## src/rtl/rsm_pkg.sv

```systemverilog
package rsm_pkg;
    // number of partial products whose weight is 2^c for a w x w multiply
    function automatic int col_terms(input int c, input int w);
        int lo;
        int hi;
        lo = c + 1;
        hi = 2 * w - 1 - c;
        return (lo < hi) ? lo : hi;
    endfunction

    // index of the lowest a-operand bit that feeds column c
    function automatic int col_first(input int c, input int w);
        return (c > w - 1) ? (c - w + 1) : 0;
    endfunction
endpackage

```

## src/rtl/rsm_cell.sv

```systemverilog
module rsm_cell #(
    parameter int REP = 8
) (
    input  logic           a_bit,
    input  logic           b_bit,
    input  logic [REP-1:0] flip,
    output logic [REP-1:0] rep
);
    // one independent AND gate per replica, then the injected upsets
    for (genvar r = 0; r < REP; r++) begin : g_rep
        assign rep[r] = (a_bit & b_bit) ^ flip[r];
    end
endmodule

```

## src/rtl/rsm_column.sv

```systemverilog
module rsm_column #(
    parameter int NT   = 8,
    parameter int REP  = 8,
    parameter int BIAS = 4,
    parameter int SW   = 4
) (
    input  logic [REP*NT+BIAS-1:0] bits,
    output logic [SW-1:0]          sum
);
    localparam int NB = REP * NT + BIAS;
    localparam int CW = $clog2(NB + 1);
    localparam int LG = $clog2(REP);

    logic [CW-1:0] ones;

    always_comb begin
        ones = '0;
        for (int n = 0; n < NB; n++) begin
            ones = ones + CW'(bits[n]);
        end
    end

    // the low bits absorb the bounded error window around REP*sum+BIAS
    assign sum = SW'(ones >> LG);
endmodule

```

## src/rtl/rsm_mult.sv

```systemverilog
module rsm_mult #(
    parameter int W    = 8,
    parameter int REP  = 8,
    parameter int BIAS = REP / 2,
    parameter int FW   = W * W * REP + (2 * W - 1) * BIAS
) (
    input  logic            clk,
    input  logic            rst,
    input  logic [W-1:0]    op_a,
    input  logic [W-1:0]    op_b,
    input  logic [FW-1:0]   flip_mask,
    output logic [2*W-1:0]  product
);
    localparam int NCOL  = 2 * W - 1;
    localparam int PW    = 2 * W;
    localparam int SW    = $clog2(W + 1);
    localparam int BBASE = W * W * REP;

    logic [REP-1:0] pp   [W][W];
    logic [SW-1:0]  csum [NCOL];
    logic [PW-1:0]  acc;

    // robust 1-bit multipliers, one per (i, j)
    for (genvar i = 0; i < W; i++) begin : g_row
        for (genvar j = 0; j < W; j++) begin : g_cell
            rsm_cell #(.REP(REP)) u_cell (
                .a_bit (op_a[i]),
                .b_bit (op_b[j]),
                .flip  (flip_mask[((i * W) + j) * REP +: REP]),
                .rep   (pp[i][j])
            );
        end
    end

    // column streams: bias bits first, then replicas by ascending a index
    for (genvar c = 0; c < NCOL; c++) begin : g_col
        localparam int NT = rsm_pkg::col_terms(c, W);
        localparam int LO = rsm_pkg::col_first(c, W);
        logic [REP*NT+BIAS-1:0] cbits;

        assign cbits[BIAS-1:0] = {BIAS{1'b1}} ^ flip_mask[BBASE + c * BIAS +: BIAS];
        for (genvar k = 0; k < NT; k++) begin : g_term
            assign cbits[BIAS + k * REP +: REP] = pp[LO + k][c - LO - k];
        end

        rsm_column #(.NT(NT), .REP(REP), .BIAS(BIAS), .SW(SW)) u_col (
            .bits (cbits),
            .sum  (csum[c])
        );
    end

    // weighted recombination of the column sums
    always_comb begin
        acc = '0;
        for (int c = 0; c < NCOL; c++) begin
            acc = acc + (PW'(csum[c]) << c);
        end
    end

    always_ff @(posedge clk) begin
        if (rst) begin
            product <= '0;
        end else begin
            product <= acc;
        end
    end


    fault_free_chk: assert property (@(posedge clk) disable iff (rst)
        (flip_mask == '0) |=> (product == PW'($past(op_a)) * PW'($past(op_b))));


    reset_clear_chk: assert property (@(posedge clk)
        rst |=> (product == '0));


    hold_chk: assert property (@(posedge clk) disable iff (rst)
        ($stable(op_a) && $stable(op_b) && $stable(flip_mask) && !$past(rst))
        |=> $stable(product));


    zero_operand_chk: assert property (@(posedge clk) disable iff (rst)
        ((op_a == '0 || op_b == '0) && flip_mask == '0) |=> (product == '0));
endmodule

```

## config.mk

```make
export PLATFORM = sky130hd
export DESIGN_NAME = rsm_mult
export DESIGN_NICKNAME = d
export VERILOG_FILES = /design/src/rtl/rsm_pkg.sv /design/src/rtl/rsm_cell.sv /design/src/rtl/rsm_column.sv /design/src/rtl/rsm_mult.sv
export SDC_FILE = /design/constraint.sdc
export NUM_CORES = 1
export LEC_CHECK = 0
export ABC_AREA = 1
export ABC_CLOCK_PERIOD_IN_PS = 15700
export BUFFER_PORTS_ARGS = -buffer_cell sky130_fd_sc_hd__buf_2
export CORE_AREA = 8 8 230 232
export CTS_CLUSTER_SIZE = 8
export DETAILED_ROUTE_END_ITERATION = 7
export DIE_AREA = 0 0 238 240
export SLEW_MARGIN = 5
export SYNTH_ARGS = -nofsm -noshare
export SYNTH_HDL_FRONTEND = slang
export SYNTH_SLANG_ARGS = --single-unit
```

## constraint.sdc

```tcl
create_clock -name clk -period 15.7 [get_ports clk]
set_input_delay 0 -clock clk [delete_from_list [all_inputs] [get_ports clk]]
set_output_delay 0 -clock clk [all_outputs]
set_load 0.02 [all_outputs]
```

==> results of run 1 <==
cells by family (layout without fill, tap and decap cells):
| family | Yosys count | count (layout) | synth area share (%) |
|---|---|---|---|
| xor+xnor | 444 | 444 | 20.0 |
| fa+ha+maj | 608 | 608 | 53.6 |
| buf+inv | 538 | 1130 | 10.9 |
| flops | 16 | 16 | 1.65 |
| compound gates | 169 | 169 | 5.55 |
| simple gates | 357 | 357 | 8.25 |
| other cells | 0 | 13 | 0 |
stage by stage:
| step | hold slack, ns | std cells |
|---|---|---|
| CTS | 0.115 | 3396 |
| global route | 0.133 | 3405 |
| global placement | 0.384 | 3392 |
| finish | 0.102 | 3409 |
| detailed placement | 0.384 | 3392 |
| floorplan | 0.257 | 2132 |
cell type report:
type	count	area [sq um]
fill	4846	26200
multi-input combinational	1578	17000
timing repair buffer	605	3030
inverter	521	1960
tap	672	841
sequential	16	320
clock buffer	4	88.8
antenna	13	32.5
layer usage:
| layer | track usage [%] | share of wire (%) | routed length [um] | vias up |
|---|---|---|---|---|
| met3 | 5.01 | 6.6 | 4220 | 74 |
| met2 | 40.5 | 52 | 32900 | 457 |
| met1 | 25.6 | 39 | 25000 | 7660 |
| li1 | - | - | - | 7623 |
| met5 | 0 | 0.20 | 129 | - |
| met4 | 4.88 | 2.1 | 1350 | 20 |
worst max-delay path: cells and delay by family:
family / cells / cell delay [ns]
adders and majority gates: 15 / 6.67
buffers and inverters: 12 / 1.05
xor gates and xnor gates: 1 / 0.23
and+or+nand+nor: 16 / 1.37
AOI/OAI and AO/OA: 3 / 0.38
Yosys cell counts, drive strengths merged, types with 10 or more instances:
library cell,instances
o31ai,46
o21bai,14
dfxtp,16
xor2,155
nor2,69
ha,235
a21oi,59
inv,521
nand3,25
xnor2,289
fa,373
buf,17
a31oi,27
nand2,239
nand4,10
worst paths after layout:
check | startpoint | endpoint | slack (ns)
worst max-delay path | op_b[3] | product[14] | 6.12
worst min-delay path | rst | product[2] | 0.10
cells in the final DEF, fill, tap and decap left out:
master	instances
buf_2	605
inv_1	521
fa_1	373
xnor2_1	289
ha_1	235
nand2_1	175
xor2_1	155
nor2_1	69
nand2_2	63
a21oi_1	59
o31ai_1	46
a31oi_1	27
nand3_1	25
dfxtp_1	16
o21bai_1	14
diode_2	13
nand4_1	10
a31o_2	7
nand3b_1	7
o21ai_0	7
nor3_1	4
clkbuf_16	3
o22ai_1	2
or2_2	2
a211oi_1	2
o21a_1	2
a21o_1	2
nand2_4	1
and3_1	1
o211ai_1	1
clkbuf_8	1
==> results.cfg, run 1 <==
[yosys]
yosysTopAreaCellShare_pct = 38.5
yosysTopAreaCell = fa_1
yosysWarnings = 0
syn_area_sq_um = 19400
ys_ff_latch = 16
synth_nets = 3330
syn_inst = 2132
synthFlopType = dfxtp_1
synth_area_per_cell_sq_um = 9.10
seq_area_frac_synth_pct = 1.65
synth.distinct_cells = 30
synth-async-reset-ratio_pct = 0
synth_edf_count = 0
synthTopCellsByArea = fa_1, ha_1, xnor2_1, inv_1, xor2_1

[setup_path]
cp-start-kind = primary input
path_max_fanout = 9
slowest_stage = fa_1
end_kind = flop
slowest_delay_ns = 0.55
path_class = primary input to flop
cp.required_ns = 15.85
crit_arrival_ns = 9.72

[layout]
fin_area_sq_um = 23200
regMostFlops = product
largest_reg_flops = 16
drive_gt1_share_pct = 25.0
syn2layout_area_growth_pct = 19.8
nNetsFinal = 3923
final_core_util_pct = 47.0
reg_top3 = product x16

[die]
fp.dieH_um = 240
io-pin-count = 606
row_count = 82
core_area_sq_um = 49500
start_util_pct = 39.2
chipWidth_um = 238
dieArea_sq_um = 57100

[global_route]
grt_max_degree = 13
gr-total-overflow = 0
antenna_found_initial = 22
track_usage_pct = 21.9
grt_pass1_wl_mm = 96.6
grt_pass1_vias = 17700

[sta]
period_share_pct = 61.0
setup_violations = 0
tightest_slew_ns = 0.585
slew_violations = 0
hold_viol_final = 0
finalCriticalPeriod_ns = 9.58
relSlewSlack_pct = 61.0
rsz0062_at_grt = false
setup_ws_ns = 6.12
fin_tns_setup_ns = 0
fmax_ghz = 0.104

[drt]
drc = 0
vias_per_cell = 4.64
wl_per_cell_um = 18.6
vias = 15800
antenna_left = 0
drt-total-wl_mm = 63.5
dr.pass1.iters = 5
first_iter_violations = 564

[clock_tree]
htreeDepth = 1
cts_tree = yes
postCtsSetupBuffers = 0
clk_pin_slew_ns = 0.06
cts.sinks = 16
hold_buffers = 0
cts_buffers = 3
ctsResizeCount = 0
root_buffer = clkbuf_16
clock_path_buffers = 2

[place]
hpwl_mm = 59.0
place.gp.congestion = 1.00
pre_cts_slack_ns = 5.84
place_area_sq_um = 23100
port_buffers = 605

[run_status]
status = completed

[worst_hold_path]
hold_class = primary input to flop
hold-path-cell-count = 2

[flow_run]
drv_cap = 0
Power of run 1 is left out: the tool's default activity adds up to more than one toggle a clock period on the data nets, which glitch-free logic cannot reach.
==> run 2, diff against run 1 <==
- ABC_AREA: 1 -> 0
- ABC_CLOCK_PERIOD_IN_PS: 15700 -> 9300
- CORE_AREA: 8 8 230 232 -> 8 8 228 230
- DIE_AREA: 0 0 238 240 -> 0 0 236 238
- clock period: 15.7 -> 9.3 ns (I/O delays scaled with it)
==> run 2 against run 1 <==
Flip-flop and latch count stayed put. Core utilization is 2.2 points higher. Die area is 1.7% lower. Via count is 3.2% lower. Sequential share of layout area hardly changed. Critical endpoint unchanged.
==> results.cfg, run 2 <==
[run_status]
status = completed

[yosys]
yosysMostFrequentCell = inv_1
synth-async-reset-ratio_pct = 0
yosysWarnings = 0
ys_ff_latch = 16
muxShareOfSynthArea_pct = 0.164
yosysTopAreaCellShare_pct = 39.2
synth_nets = 3142
synth-adder-area-share_pct = 54.6
synth_top_family_by_area = adder cells
synthSimpleGateAreaFrac_pct = 10.1
syn_inst = 1944
synth_xor_area_share_pct = 21.7
synth_area_per_cell_sq_um = 9.80
synth.distinct_cells = 44
seq_area_frac_synth_pct = 1.68
synth_edf_count = 0
syn_area_sq_um = 19000
synthTopCellsByArea = fa_1, ha_1, xnor2_1, xor2_1, inv_1
ys_top_cells_by_count = inv_1, fa_1, xnor2_1
synthFlopType = dfxtp_1
synth_compound_area_share_pct = 3.05
yosysTopAreaCell = fa_1

[die]
io-pin-count = 606
row_count = 81
start_util_pct = 39.4
chipWidth_um = 236
core_area_sq_um = 48300
fp.dieH_um = 238
dieArea_sq_um = 56200

[drt]
wl_per_cell_um = 20.0
vias_per_cell = 4.73
dr.pass1.iters = 7
first_iter_violations = 441
drc = 0
vias = 15300
antenna_left = 0
drt-total-wl_mm = 64.8

[clock_tree]
cts.sinks = 16
htreeDepth = 1
clk_pin_slew_ns = 0.06
root_buffer = clkbuf_16
cts_buffers = 3
hold_buffers = 0
clock_path_buffers = 2
cts_tree = yes

[setup_path]
cp_common_cell = fa_1
path_class = primary input to flop
end_kind = flop
cp.required_ns = 9.42
crit_arrival_ns = 9.09
slowest_delay_ns = 0.58
slowest_stage = fa_1
cp-start-kind = primary input
path_max_fanout = 6

[global_route]
grt_max_degree = 20
grt_pass1_wl_mm = 99.6
antenna_found_initial = 5
gr-total-overflow = 0
grt_pass1_vias = 17500
track_usage_pct = 22.8

[sta]
slew_violations = 0
rsz0062_at_grt = true
fmax_ghz = 0.112
period_share_pct = 96.4
finalCriticalPeriod_ns = 8.96
hold_viol_final = 0
setup_violations = 0
relSlewSlack_pct = 63.8
tightest_slew_ns = 0.542

[layout]
largest_reg_flops = 16
fin_area_sq_um = 23800
drive_gt1_share_pct = 30.2
final_cell_mix = buf_2, inv_1, fa_1, xnor2_1, ha_1
nNetsFinal = 3815
regMostFlops = product
final_common_cell = buf_2
syn2layout_area_growth_pct = 24.9
reg_top3 = product x16

[worst_hold_path]
hold-path-cell-count = 2
hold_path_end = product[0]
hold_class = primary input to flop
hp-start = rst

[place]
place.gp.congestion = 0.923
hpwl_mm = 61.4
port_buffers = 605
place_area_sq_um = 23400

[flow_run]
drv_cap = 0
[run 2: cell count changes in the layout (fill, tap and decap cells not counted), moves of 25 or more]
cell     change
nand2_1    -163
a21oi_1     -52
xor2_1      +25
and3_1      +59
nor2_1      -40
buf_4       +72
inv_1      -121
o31ai_1     -46
or3_1       +62
nor3_1      +65
a31oi_1     -27
[run 2: kinds of logic (layout without fill, tap and decap cells)]
logic type                 count (synthesis)  in the layout
xor gates and xnor gates                 473            473
adders and majority gates                608            608
DFF                                       16             16
other                                      0              3
buffers and inverters                    425           1096
muxes                                      3              3
and+or+nand+nor                          336            336
AOI/OAI and AO/OA                         83             83
[run 2: stage by stage]
stage | std cells | setup TNS, ns | hold slack, ns | utilization [%] | worst slack [ns]
4_1_cts | 3236 | 0 | 0.208 | 48.6 | 0.000386
5_1_grt | 3240 | -0.118 | 0.216 | 49.2 | -0.0978
2_1_floorplan | 1944 | 0 | 0.256 | - | 0.00401
3_3_place_gp | 3233 | -0.559 | 0.433 | 48.4 | -0.250
6_report | 3240 | 0 | 0.206 | 49.2 | 0.335
3_5_place_dp | 3233 | -1.13 | 0.431 | 48.4 | -0.386
[run 2: how the worst max path moves through the flow]
stage | cells past startpoint | end | start
global route | 39 | product[14] | op_a[0]
CTS | 39 | product[15] | op_b[2]
detailed placement | 39 | product[14] | flip_mask[537]
floorplan | 40 | product[14] | op_b[2]
global placement | 39 | product[14] | flip_mask[537]
finish | 39 | product[14] | op_a[0]
[run 2: worst max-delay path: cells and delay by family]
family,cells,cell delay [ns]
adders and majority gates,14,6.25
AOI/OAI and AO/OA,9,1.37
buffers and inverters,9,0.71
xor gates and xnor gates,3,0.44
and+or+nand+nor,4,0.32
[run 2: layer usage]
metal / part of all wire [%] / vias up / track usage (%)
met2: 52 / 377 / 42.6
met3: 4.1 / 43 / 2.93
met5: 0.042 / - / 0
met4: 1.2 / 4 / 2.90
li1: - / 7325 / -
met1: 42 / 7577 / 28.6
[run 2: what timing repair did]
item	in CTS	in global routing
buffers inserted	0	1
pin swaps	9	43
cloned	0	0
resized for setup	6	71
endpoints found under the setup margin	2	5
[run 2: area by class of cell]
type | count | area [sq um]
diodes | 3 | 7.51
fillers | 4606 | 24600
flip-flops and latches | 16 | 320
multi-input cells | 1503 | 17300
well taps | 622 | 778
repair buffers | 686 | 3760
inverters | 407 | 1530
clock buffers | 3 | 75.1
Power of run 2 is left out for the same reason.
